[src/rtl/fds_pkg.sv]
package fds_pkg;

  // Prescaler value selection carried on the pre_sel pin.
  typedef enum logic {
    PRE_SMALL = 1'b0,
    PRE_LARGE = 1'b1
  } pre_mode_e;

  // Default geometry of the sequencer.
  localparam int FDS_BW     = 4;
  localparam int FDS_AW     = 3;
  localparam int FDS_FW     = 11;
  localparam int FDS_MOD_LO = 1920;
  localparam int FDS_MOD_HI = 1968;
  localparam int FDS_PRE_HI = 8;
  localparam int FDS_PRE_LO = 6;
  localparam int FDS_B_MIN  = 2;

endpackage

[src/rtl/fds_field_clamp.sv]
module fds_field_clamp
  import fds_pkg::*;
#(
  parameter int BW     = FDS_BW,
  parameter int AW     = FDS_AW,
  parameter int FW     = FDS_FW,
  parameter int MOD_LO = FDS_MOD_LO,
  parameter int MOD_HI = FDS_MOD_HI,
  parameter int PRE_HI = FDS_PRE_HI,
  parameter int PRE_LO = FDS_PRE_LO,
  parameter int B_MIN  = FDS_B_MIN
) (
  input  logic [BW-1:0] b_in,
  input  logic [AW-1:0] a_in,
  input  logic [FW-1:0] fn_in,
  input  logic          pre_sel,
  input  logic          ref_sel,
  output logic [BW-1:0] b_eff,
  output logic [AW-1:0] a_eff,
  output logic [FW-1:0] fn_eff,
  output logic [FW-1:0] modulus,
  output logic          err
);

  localparam int CW = ((BW > AW) ? BW : AW) + 1;
  localparam logic [AW-1:0] A_LIM_LARGE = AW'(PRE_HI - 1);
  localparam logic [AW-1:0] A_LIM_SMALL = AW'(PRE_LO - 1);

  logic [AW-1:0] a_lim;
  logic [CW-1:0] a_x, lim_x, cap_x, pick_x;
  logic          b_low, a_over_lim, a_over_cap, fn_over;

  always_comb begin
    // Cycle length lower bound
    b_low  = (b_in < BW'(B_MIN));
    b_eff  = b_low ? BW'(B_MIN) : b_in;

    // Swallow count bound: prescaler limit and cycle length
    a_lim  = (pre_mode_e'(pre_sel) == PRE_LARGE) ? A_LIM_LARGE : A_LIM_SMALL;
    a_x    = CW'(a_in);
    lim_x  = CW'(a_lim);
    cap_x  = CW'(b_eff) - CW'(1);
    a_over_lim = (a_x > lim_x);
    a_over_cap = (a_x > cap_x);
    pick_x = a_x;
    if (a_over_lim) pick_x = lim_x;
    if (pick_x > cap_x) pick_x = cap_x;
    a_eff  = AW'(pick_x);

    // Modulus and numerator bound
    modulus = ref_sel ? FW'(MOD_HI) : FW'(MOD_LO);
    fn_over = (fn_in >= modulus);
    fn_eff  = fn_over ? (modulus - FW'(1)) : fn_in;

    err = b_low | a_over_lim | a_over_cap | fn_over;
  end

endmodule

[src/rtl/fds_frac_accum.sv]
module fds_frac_accum #(
  parameter int FW = 11
) (
  input  logic          clk,
  input  logic          rst_n,
  input  logic          step,
  input  logic [FW-1:0] fn,
  input  logic [FW-1:0] modulus,
  output logic [FW-1:0] acc_q,
  output logic [FW-1:0] acc_nxt,
  output logic          carry
);

  localparam int SW = FW + 1;

  logic [SW-1:0] sum;
  logic [SW-1:0] wrapped;

  always_comb begin
    sum     = {1'b0, acc_q} + {1'b0, fn};
    carry   = (sum >= {1'b0, modulus});
    wrapped = sum - {1'b0, modulus};
    acc_nxt = carry ? wrapped[FW-1:0] : sum[FW-1:0];
  end

  always_ff @(posedge clk or negedge rst_n) begin
    if (!rst_n)    acc_q <= '0;
    else if (step) acc_q <= acc_nxt;
  end

endmodule

[src/rtl/fds_swallow_seq.sv]
module fds_swallow_seq #(
  parameter int BW = 4
) (
  input  logic          clk,
  input  logic          rst_n,
  input  logic [BW-1:0] len_load,
  input  logic [BW-1:0] swal_load,
  output logic          boundary,
  output logic          mod_ctl,
  output logic          div_pulse
);

  logic [BW-1:0] cnt_q, len_q, swal_q;
  logic          primed_q;
  logic          at_end;

  always_comb begin
    at_end    = (cnt_q == (len_q - BW'(1)));
    boundary  = !primed_q || at_end;
    div_pulse = primed_q && at_end;
    mod_ctl   = primed_q && (cnt_q < swal_q);
  end

  always_ff @(posedge clk or negedge rst_n) begin
    if (!rst_n) begin
      cnt_q    <= '0;
      len_q    <= '1;
      swal_q   <= '0;
      primed_q <= 1'b0;
    end else if (boundary) begin
      cnt_q    <= '0;
      len_q    <= len_load;
      swal_q   <= swal_load;
      primed_q <= 1'b1;
    end else begin
      cnt_q    <= cnt_q + BW'(1);
    end
  end

endmodule

[src/rtl/frac_div_seq.sv]
module frac_div_seq
  import fds_pkg::*;
#(
  parameter int BW     = FDS_BW,
  parameter int AW     = FDS_AW,
  parameter int FW     = FDS_FW,
  parameter int MOD_LO = FDS_MOD_LO,
  parameter int MOD_HI = FDS_MOD_HI,
  parameter int PRE_HI = FDS_PRE_HI,
  parameter int PRE_LO = FDS_PRE_LO,
  parameter int B_MIN  = FDS_B_MIN
) (
  input  logic          clk,
  input  logic          rst_n,
  input  logic [BW-1:0] cnt_b,
  input  logic [AW-1:0] swal_a,
  input  logic [FW-1:0] frac_num,
  input  logic          pre_sel,
  input  logic          ref_sel,
  output logic          mod_ctl,
  output logic          div_pulse,
  output logic          cfg_err
);

  logic [BW-1:0] b_eff;
  logic [AW-1:0] a_eff;
  logic [FW-1:0] fn_eff;
  logic [FW-1:0] modulus;
  logic          err;
  logic [FW-1:0] acc_q;
  logic [FW-1:0] acc_nxt;
  logic          carry;
  logic          boundary;
  logic [BW-1:0] swal_load;

  fds_field_clamp #(
    .BW(BW), .AW(AW), .FW(FW), .MOD_LO(MOD_LO), .MOD_HI(MOD_HI),
    .PRE_HI(PRE_HI), .PRE_LO(PRE_LO), .B_MIN(B_MIN)
  ) clamp_i (
    .b_in    (cnt_b),
    .a_in    (swal_a),
    .fn_in   (frac_num),
    .pre_sel (pre_sel),
    .ref_sel (ref_sel),
    .b_eff   (b_eff),
    .a_eff   (a_eff),
    .fn_eff  (fn_eff),
    .modulus (modulus),
    .err     (err)
  );

  fds_frac_accum #(.FW(FW)) accum_i (
    .clk     (clk),
    .rst_n   (rst_n),
    .step    (boundary),
    .fn      (fn_eff),
    .modulus (modulus),
    .acc_q   (acc_q),
    .acc_nxt (acc_nxt),
    .carry   (carry)
  );

  // Swallow count for the next cycle: base count plus this boundary's carry
  assign swal_load = BW'(a_eff) + BW'(carry);

  fds_swallow_seq #(.BW(BW)) seq_i (
    .clk       (clk),
    .rst_n     (rst_n),
    .len_load  (b_eff),
    .swal_load (swal_load),
    .boundary  (boundary),
    .mod_ctl   (mod_ctl),
    .div_pulse (div_pulse)
  );

  always_ff @(posedge clk or negedge rst_n) begin
    if (!rst_n)        cfg_err <= 1'b0;
    else if (boundary) cfg_err <= err;
  end

endmodule

[config.mk]
export PLATFORM = sky130hd
export DESIGN_NAME = frac_div_seq
export DESIGN_NICKNAME = d
export VERILOG_FILES = /design/src/rtl/fds_pkg.sv /design/src/rtl/fds_field_clamp.sv /design/src/rtl/fds_frac_accum.sv /design/src/rtl/fds_swallow_seq.sv /design/src/rtl/frac_div_seq.sv
export SDC_FILE = /design/constraint.sdc
export NUM_CORES = 1
export LEC_CHECK = 0
export BUFFER_PORTS_ARGS = -buffer_cell sky130_fd_sc_hd__buf_2
export CAP_MARGIN = 20
export CORE_MARGIN = 10
export CORE_UTILIZATION = 60
export CTS_BUF_LIST = sky130_fd_sc_hd__clkbuf_8
export CTS_CLUSTER_SIZE = 14
export DETAILED_ROUTE_END_ITERATION = 10
export GPL_TIMING_DRIVEN = 0
export PLACE_DENSITY = 0.8
export SYNTH_ARGS = -nofsm -noshare
export SYNTH_HDL_FRONTEND = slang
export SYNTH_HIERARCHICAL = 1
export SYNTH_SLANG_ARGS = --single-unit
[constraint.sdc]
create_clock -name clk -period 6.73 [get_ports clk]
set_input_delay 1.0095 -clock clk [delete_from_list [all_inputs] [get_ports clk]]
set_output_delay 1.0095 -clock clk [all_outputs]
set_load 0.01 [all_outputs]
# ---- After elaboration in Yosys (flattened, before gate mapping)
# Index checks and enable logic that the tools add are counted.
dict set report op_classes {
  multipliers 0
  n_shift 0
  eq_ne 1
  add_sub_neg 7
  reduce_logical 4
  n_div 0
  mux 8
  order_cmp 7
  bitwise_logic 3
}
# operator n
set op_table {}
lappend op_table {{2-to-1 mux 11 bit} 2}
lappend op_table {{adder 11 x 11 -> 12 bit} 1}
lappend op_table {{>= comparator 12 x 11 -> 1 bit} 1}
lappend op_table {{>= comparator 11 bit} 1}
lappend op_table {{subtractor 11 x 1 -> 11 bit (second input constant)} 1}
lappend op_table {{subtractor 11 bit} 1}
lappend op_table {{> comparator 3 x 5 -> 1 bit} 2}
lappend op_table {{2-to-1 mux 4 bit} 2}
lappend op_table {{2-to-1 mux 3 bit} 2}
lappend op_table {{2-to-1 mux 6 bit} 1}
lappend op_table {{subtractor 4 x 1 -> 5 bit (second input constant)} 1}
lappend op_table {{adder 3 x 1 -> 4 bit} 1}
lappend op_table {{adder 4 x 1 -> 4 bit (second input constant)} 1}
lappend op_table {{equality test 4 bit} 1}
lappend op_table {{less-than comparator 4 x 2 -> 1 bit (second input constant)} 1}
lappend op_table {{less-than comparator 4 bit} 1}
lappend op_table {{subtractor 4 x 1 -> 4 bit (second input constant)} 1}
lappend op_table {{> comparator 3 bit} 1}
lappend op_table {{bitwise OR 1 bit} 3}
lappend op_table {{logical AND 1 bit} 2}
lappend op_table {{2-to-1 mux 2 bit} 1}
lappend op_table {{logical NOT 1 bit} 1}
lappend op_table {{logical OR 1 bit} 1}
dict set report word_totals {
  output_inout_bits 3
  mem_count 0
  wordCells 36
  latchBits 0
  ram_bits 0
  rom_bits 0
  reg_bits 25
}

# ---- Depth between registers and ports, before layout
# Gate-level depths: netlist of the first run.
dict set report logic_depth {
  depth_word 6
  ltp_mapped 24
  depth_no_buf 23
}

# ---- Modules after synthesis
# Netlist of the first run, hierarchy kept.
# mod instances area_per_inst_um2 cells_each
set modules_own_cells {}
lappend modules_own_cells {fds_frac_accum 1 1566.5 175}
lappend modules_own_cells {fds_swallow_seq 1 706.9 56}
lappend modules_own_cells {fds_field_clamp 1 544.3 78}
lappend modules_own_cells {frac_div_seq 1 80.1 6}

# ---- Worst setup path after synthesis of the first run
# OpenSTA, ideal clock, no wires.
dict set report synth_timing {
  path_type {input-to-reg}
  start {input ref_sel}
  end {register seq_i.swal_q[2]}
  n_path_buf 1
  setup_ps 125
  path_stages 23
  arrival_time_ps 5296
  path_slack_ps 1309
  cell_sequence {inv_1 > ha_1 > a211oi_1 > a21o_1 > nand2b_1 > ha_1 > fa_1 > a211oi_1 > nor3_1 > or3_1 > a21oi_1 > xor2_1 > inv_1 > ha_1 > inv_1 > nor2_1 > o21ai_1 > o311ai_4 > buf_6 > ha_1 > ha_1 > xor2_1 > mux2_4}
}
dict set report synth_via {
  elab_chain_len 6
  word_cells_on_any_way 7
  cone_classes {3 x add/sub; 2 x order compare; 2 x mux}
}
# item line
set synth_lines {}
lappend synth_lines {{from (decl)} frac_div_seq.sv:19} ;# input logic ref_sel,
lappend synth_lines {{2-to-1 mux 6 bit} fds_field_clamp.sv:51} ;# modulus = ref_sel ? FW'(MOD_HI) : FW'(MOD_LO);
lappend synth_lines {{>= comparator 11 bit} fds_field_clamp.sv:52} ;# fn_over = (fn_in >= modulus);
lappend synth_lines {{2-to-1 mux 11 bit} fds_field_clamp.sv:53} ;# fn_eff = fn_over ? (modulus - FW'(1)) : fn_in;
lappend synth_lines {{net fn_eff[0]} frac_div_seq.sv:27} ;# logic [FW-1:0] fn_eff;
lappend synth_lines {{adder 11 x 11 -> 12 bit} fds_frac_accum.sv:20} ;# sum = {1'b0, acc_q} + {1'b0, fn};
lappend synth_lines {{>= comparator 12 x 11 -> 1 bit} fds_frac_accum.sv:21} ;# carry = (sum >= {1'b0, modulus});
lappend synth_lines {{net carry} frac_div_seq.sv:32} ;# logic carry;
lappend synth_lines {{adder 3 x 1 -> 4 bit} frac_div_seq.sv:64} ;# assign swal_load = BW'(a_eff) + BW'(carry);
lappend synth_lines {{net swal_load[2]} frac_div_seq.sv:34} ;# logic [BW-1:0] swal_load;
lappend synth_lines {{to (signal assigned)} fds_swallow_seq.sv:33} ;# swal_q <= swal_load;
lappend synth_lines {{to (decl)} fds_swallow_seq.sv:13} ;# logic [BW-1:0] cnt_q, len_q, swal_q;
# The timed path passes the listed nets, and every way through them passes these cells.
# A chain may end at the register's enable or synchronous reset.

# ---- Worst setup path in the final report of the first run
# Ends and elaborated chain as after synthesis.

==> summary.md, run 1 <==
| Metric | Value |
|---|---|
| Remaining antenna violation count after routing | `0` |
| Simple-gate area share of the yosys netlist | `0.120` |
| Core area | `roughly 4700 sq um` |
| Clock skew after layout | `0.00238 ns` |
| Largest net degree at the start of global routing | `26` |
| Die Height | `~89 microns` |
| Xor/xnor cell area share of the yosys netlist | `0.0786` |
| Longest Clk Path Bufs | `2` |
| WL per Instance | `about 14 microns` |
| Worst vdd ir | `0.305 mV` |
| Vias in the first global route | `roughly 2200` |
| DR vias | `approximately 2200` |
| Post-synth ARST share | `1.00` |
| Root buffer cell | `clkbuf_8` |
| Synth warn | `6` |
| Crit end category | `flip-flop` |
| CTS clk-pin slew, worst paths | `0.09 ns` |
| Mux cell area share after synthesis | `0.138` |
| Complex-gate fraction of the synthesized area | `0.171` |
| Type of the tightest min-delay check | `flip-flop to flip-flop` |
| Max cap viols | `0` |
| Worst skew pair latency | `~0.27 ns` |
| Placement-stage cell area | `a little over 3000 sq um` |
| Count of cell types in the netlist | `53` |
| First-pass detailed-route iteration total | `4` |
| Final period util | `0.878` |
| CTS buffer count | `3` |
| Die area | `between 8000 and 9000 sq um` |
| WP data required | `around 7 ns` |
| Commonest non-fill, non-tap cell in the layout | `ha_1` |
| Share of cells above drive strength 1 | `0.240` |
| Status | `finished, final reports clean` |
| DRC | `0` |
| Initial drt markers | `about 150` |
| H-tree lvl count | `1` |
| Fmax | `roughly 0.17 GHz` |
| Crit-path max FO | `10` |
| Hold_buf cts | `0` |
| Final hold violations | `0` |
| Mapped cell area | `between 2000 and 3000 sq um` |
| # diodes | `0` |
| CTS tree | `yes` |
| Adder-cell share of the synthesized area | `0.182` |
| Main flop type after synthesis | `dfrtp_1` |
| Avg Inst Size Synth | `about 9 sq um` |
| Placer Congestion | `a little under 0.9` |
| Port Buffer Count | `24` |
| Most frequent cells in the layout | `ha_1 (39), inv_1 (34), buf_2 (24)` |
| Num rows | `25` |
| # resized after CTS | `0` |
| RSZ-0062 raised after global routing | `false` |
| Vias/cell | `between 5 and 6` |
| WP data arrival | `~6 ns` |
| GRT Util Overall | `0.147` |
| Sequential share of the synthesized area | `0.218` |
| Setup TNS | `0 ns` |
| Final setup violation count | `0` |
| Starting Density | `0.618` |
| Finished Cell Area | `around 3200 sq um` |
| Leak Pwr | `roughly 1.5 nW` |
| Crit path time final | `just under 6 ns` |
| CTS Sinks | `25` |
| Final net count | `roughly 410` |
| Worst-margin pin slew | `between 0.6 and 0.7 ns` |
| Post-synth EDFFs | `0` |
| Final Max Slew Viols | `0` |
| Grt total ovfl | `0` |
| DIE WIDTH | `between 80 and 90 microns` |
| Critical Path Source Type | `input pin` |
| Antenna violations before repair | `0` |
| Final wirelength | `5.51 mm` |
| Ports | `25` |
| Power Density | `approximately 560 nW/um^2` |
| Setup bufs post-CTS | `0` |
| First-pass GRT wire length | `9.54 mm` |
| Worst slew margin | `0.566` |
| Final HPWL DP | `4.70 mm` |
| Largest family of logic cells by synthesized area | `adder cells` |
| Cells after Synth | `315` |
| Critical Setup Path Class | `input pin to flip-flop` |
| Register bit count reported by yosys | `25` |
| Area grow syn2layout | `9.07%` |
## critical path, cell delays in order
cell	delay [ns]
buf_2	0.14
inv_1	0.07
ha_1	0.31
a211oi_1	0.29
a21o_1	0.31
nand2b_1	0.12
ha_1	0.25
fa_1	0.44
a211oi_1	0.34
nor3_1	0.10
or3_1	0.40
a21oi_1	0.18
xor2_1	0.19
inv_1	0.06
ha_1	0.29
inv_1	0.16
nor2_1	0.07
o21ai_1	0.14
o311ai_4	0.21
buf_6	0.20
ha_1	0.19
ha_1	0.19
xor2_1	0.14
mux2_4	0.26
## final timing paths
| check | startpoint | to | slack (ns) | cells after the start |
|---|---|---|---|---|
| min in group asynchronous | rst_n | seq_i/cnt_q[0]$_DFF_PN0_ | 0.72 | 1 |
| worst max register to register | accum_i/acc_q[0]$_DFFE_PN0P_ | seq_i/swal_q[2]$_DFFE_PN0P_ | 2.40 | 18 |
| worst min-delay path | accum_i/acc_q[6]$_DFFE_PN0P_ | accum_i/acc_q[6]$_DFFE_PN0P_ | 0.52 | 1 |
| max in group asynchronous | rst_n | seq_i/len_q[2]$_DFFE_PN1P_ | 5.64 | 1 |
| worst max-delay path | ref_sel | seq_i/swal_q[2]$_DFFE_PN0P_ | 0.82 | 24 |
| worst min register to register | accum_i/acc_q[6]$_DFFE_PN0P_ | accum_i/acc_q[6]$_DFFE_PN0P_ | 0.52 | 1 |
## power breakdown
group / switching [mW] / internal, mW / leakage [nW]
sequential: 0.0423 / 0.221 / 0.296
combinational: 0.695 / 0.719 / 1.23
clock: 0.0495 / 0.0420 / 0.0217
total: 0.787 / 0.981 / 1.55
## stage by stage
step	power, mW	worst slack [ns]	cells	hold WS (ns)	utilization
3_5_place_dp	1.68	0.599	400	0.499	0.663
2_1_floorplan	1.43	1.31	322	0.481	-
5_1_grt	1.94	0.485	404	0.537	0.674
3_3_place_gp	1.64	0.709	400	0.495	0.663
6_report	1.77	0.818	404	0.522	0.674
4_1_cts	1.77	0.865	404	0.524	0.674
## final cells by class
type                    instances  area, sq um
multi-input cells             243         2030
well taps                      54         67.6
fillers                       380         1530
clock buffers                   3         41.3
repair buffers                 24          120
plain buffers                  20          131
flip-flops and latches         25          631
clock inverters                 1         7.51
inverters                      34          128
## logic make-up after synthesis
group	count (synthesis)
mux	33
xor+xnor	26
simple gates	68
buf+inv	54
flops	25
compound gates	65
other cells	3
fa+ha+maj	41
## state kept, by name, summed over array words and instances (netlist names)
name / flops
accum_i/acc_q: 11
seq_i/cnt_q: 4
seq_i/len_q: 4
seq_i/swal_q: 4
cfg_err: 1
seq_i/primed_q: 1
## synthesized netlist by cell type, types with 2 or more instances
library cell | instances | share of area
nor2b_1 | 2 | 0.0043
nand2_1 | 11 | 0.014
o21bai_1 | 2 | 0.0052
mux2i_1 | 4 | 0.014
buf_6 | 2 | 0.0078
xnor2_1 | 22 | 0.066
a21o_1 | 6 | 0.016
a211oi_1 | 4 | 0.010
o21ai_1 | 2 | 0.0035
o21ai_0 | 12 | 0.021
dfstp_2 | 4 | 0.036
xor2_1 | 4 | 0.012
dfrtp_1 | 21 | 0.18
a211oi_2 | 2 | 0.0086
nand2b_1 | 8 | 0.017
conb_1 | 3 | 0.0039
inv_1 | 34 | 0.044
clkbuf_1 | 7 | 0.0091
o21a_1 | 2 | 0.0052
nor4_1 | 3 | 0.0065
nand3_1 | 6 | 0.010
ha_1 | 39 | 0.17
a21boi_0 | 2 | 0.0052
a21oi_1 | 16 | 0.028
and3_1 | 2 | 0.0043
nand4_1 | 5 | 0.011
o211ai_1 | 2 | 0.0052
nor2_1 | 21 | 0.027
nor3_1 | 4 | 0.0069
buf_4 | 11 | 0.028
mux2_4 | 9 | 0.047
fa_1 | 2 | 0.014
or3_1 | 2 | 0.0043
mux2_2 | 20 | 0.078
## layer usage
metal | part of all wire | track usage
met1 | 0.48 | 0.194
met2 | 0.47 | 0.251
met3 | 0.039 | 0.0246
met4 | 0.0024 | 0.0130
met5 | 0 | 0
Power figures use the tool's default switching activity.
==> run 2: changes to the inputs <==
- GPL_TIMING_DRIVEN: 0 -> not set
==> run 2 against run 1 <==
Net effect:
- clock skew about the same
- largest power group unchanged
- critical endpoint unchanged
- hold slack about the same
- sequential cell count unchanged
==> summary.md, run 2 (synthesized netlist as in run 1, its figures left out) <==
| Metric | Value |
|---|---|
| Core area | `4690 sq um (unchanged)` |
| CTS clk-pin slew, worst paths | `0.08 ns (about the same)` |
| GRT Util Overall | `0.148 (+0.00172)` |
| RSZ-0062 raised after global routing | `false` |
| Worst-margin pin slew | `0.758 ns (+0.108 ns)` |
| Status | `finished, final reports clean` |
| Final period util | `0.862 (-0.0169)` |
| Initial drt markers | `142 (-6.6%)` |
| # resized after CTS | `0 (unchanged)` |
| DR vias | `2160 (-2.7%)` |
| Worst skew pair latency | `0.27 ns (about the same)` |
| Most frequent cells in the layout | `ha_1 (39), inv_1 (35), buf_2 (24)` |
| Critical Path Source Type | `input pin` |
| Most Crowded Layer GR | `met2` |
| Placer Congestion | `0.888 (about the same)` |
| Remaining antenna violation count after routing | `0 (unchanged)` |
| Largest register by flop count | `accum_i/acc_q` |
| Crit path max-delay cell type | `fa_1` |
| Die Height | `89.5 microns (unchanged)` |
| H-tree lvl count | `1 (unchanged)` |
| WP data required | `6.89 ns (about the same)` |
| First-pass GRT wire length | `9.66 mm (+1.2%)` |
| Vias/cell | `5.61 (+2.1%)` |
| Critical Setup Path Class | `input pin to flip-flop` |
| Reg2reg end | `seq_i/swal_q[2]$_DFFE_PN0P_` |
| Worst vdd ir | `0.261 mV (-14%)` |
| Crit end category | `flip-flop` |
| Crit-path max FO | `16 (+6)` |
| DIE WIDTH | `89.5 microns (unchanged)` |
| Final setup violation count | `0 (unchanged)` |
| Longest Clk Path Bufs | `2 (unchanged)` |
| Grt total ovfl | `0 (unchanged)` |
| Clock skew after layout | `0.00235 ns (-0.0000302 ns)` |
| Finished Cell Area | `3030 sq um (-4.0%)` |
| Met1 usage | `0.190 (-0.00470)` |
| Hold_sp | `accum_i/acc_q[8]$_DFFE_PN0P_` |
| Ports | `25 (unchanged)` |
| DRC | `0 (unchanged)` |
| Int Power | `961 uW (-2.0%)` |
| Comb pwr share | `0.800 (about the same)` |
| Port Buffer Count | `24 (unchanged)` |
| Final hold violations | `0 (unchanged)` |
| Grt met2 use | `0.257 (+0.00528)` |
| FF-to-FF path depth | `17 (-1)` |
| Vias in the first global route | `2183 (+0.28%)` |
| Num rows | `25 (unchanged)` |
| WL per Instance | `14.1 microns (+3.1%)` |
| Largest net degree at the start of global routing | `26 (unchanged)` |
| Setup bufs post-CTS | `0 (unchanged)` |
| Setup TNS | `0 ns (unchanged)` |
| Final HPWL DP | `4.49 mm (-4.5%)` |
| Commonest non-fill, non-tap cell in the layout | `ha_1` |
| Starting Density | `0.618 (unchanged)` |
| R2R Setup Slk | `2.45 ns (+0.05 ns)` |
| Switching fraction of total power | `0.451 (+0.00627)` |
| Place WS | `0.735 ns (+0.136 ns)` |
| Reg power frac | `0.150 (about the same)` |
| Crit path time final | `5.80 ns (-0.114 ns)` |
| Hold depth | `1 (unchanged)` |
| Switching pwr | `791 uW (+0.47%)` |
| Share of cells above drive strength 1 | `0.215 (-0.0255)` |
| Final wirelength | `5.42 mm (-1.8%)` |
| # diodes | `0 (unchanged)` |
| Power Density | `578 nW/um^2 (+3.2%)` |
| Hold endpoint | `accum_i/acc_q[8]$_DFFE_PN0P_` |
| CTS buffer count | `3 (unchanged)` |
| Final Max Slew Viols | `0 (unchanged)` |
| First-pass detailed-route iteration total | `4 (unchanged)` |
| Leak Pwr | `1.48 nW (-4.1%)` |
| Max cap viols | `0 (unchanged)` |
| Type of the tightest min-delay check | `flip-flop to flip-flop` |
| CTS Sinks | `25 (unchanged)` |
| CTS tree | `yes` |
| Hold Slack | `0.522 ns (-0.000387 ns)` |
| WP data arrival | `5.96 ns (-0.11 ns)` |
| Post-Layout Cell Count | `385 (-4.7%)` |
| CP cell instances | `buf_2 -> inv_1 -> ha_1 -> a211oi_1 -> a21o_1 -> nand2b_1 -> ha_1 -> fa_1 -> a211oi_1 -> nor3_1 -> or3_1 -> a21oi_1 -> xor2_1 -> inv_1 -> ha_1 -> inv_1 -> nor2_1 -> o21ai_1 -> o311ai_4 -> ha_1 -> ha_1 -> xor2_1 -> mux2_4` |
| Worst slew margin | `0.493 (-0.0732)` |
| Fin worst setup slack | `0.932 ns (+0.114 ns)` |
| Critical Path Max Stage Delay | `0.43 ns (about the same)` |
| Root buffer cell | `clkbuf_8` |
| Die area | `8010 sq um (unchanged)` |
| Number of flip-flops in the largest register | `11 (unchanged)` |
| Clock power frac | `0.050 (-0.002)` |
| Fmax | `0.172 GHz (+2.0%)` |
| Antenna violations before repair | `0 (unchanged)` |
| Area grow syn2layout | `4.66%` |
| GR met3 Demand/Resource | `0.0337 (+0.00912)` |
| Placement-stage cell area | `2990 sq um (-4.0%)` |
| Final net count | `395 (-4.6%)` |
| Crit path top cell by count | `ha_1` |
| Critical R2R Launch | `accum_i/acc_q[0]$_DFFE_PN0P_` |
| Placed cells | `381 (-4.8%)` |
| Hold_buf cts | `0 (unchanged)` |
run 2: worst max-delay path: cells and delay by family:
kind / cells / cell delay [ns]
adders and majority gates: 6 / 1.73
AOI/OAI and AO/OA: 6 / 1.53
and+or+nand+nor: 4 / 0.66
buffers and inverters: 4 / 0.43
xor gates and xnor gates: 2 / 0.32
muxes: 1 / 0.26
run 2: area by class of cell:
type	instances	area (sq um)
Clock buffer	3	41.3
Clock inverter	1	3.75
Fill cell	409	1660
Inverter	34	128
Multi-Input combinational cell	243	2030
Sequential cell	25	631
Tap cell	54	67.6
Timing Repair Buffer	25	128
run 2: through the flow:
stage	power (mW)	utilization
after floorplan	1.43	-
after global placement	1.61	0.637
after detailed placement	1.65	0.637
after CTS	1.75	0.646
after global routing	1.94	0.646
final	1.75	0.646
run 2: worst max path at each step:
stage          startpoint                           to  slack, ns  depth (start not counted)
2_1_floorplan     ref_sel  seq_i/swal_q[2]$_DFFE_PN0P_       1.31                         23
3_3_place_gp      ref_sel  seq_i/swal_q[2]$_DFFE_PN0P_       0.88                         23
3_5_place_dp      ref_sel  seq_i/swal_q[2]$_DFFE_PN0P_       0.74                         23
4_1_cts           ref_sel  seq_i/swal_q[2]$_DFFE_PN0P_       1.01                         23
5_1_grt           ref_sel  seq_i/swal_q[2]$_DFFE_PN0P_       0.52                         23
6_report          ref_sel  seq_i/swal_q[2]$_DFFE_PN0P_       0.93                         23
run 2: per-layer routing:
| metal | part of all wire | routed length (microns) |
|---|---|---|
| met1 | 0.47 | 2550 |
| met2 | 0.48 | 2570 |
| met3 | 0.050 | 272 |
| met4 | 0.0030 | 16 |
| met5 | 0 | 0 |
run 2: power by group through the flow:
stage	logic [mW]	clock network (mW)	registers, mW
floorplan	1.18	0	0.254
CTS	1.39	0.0894	0.264
detailed placement	1.38	0	0.267
global route	1.57	0.0955	0.273
finish	1.40	0.0870	0.263
global placement	1.35	0	0.263
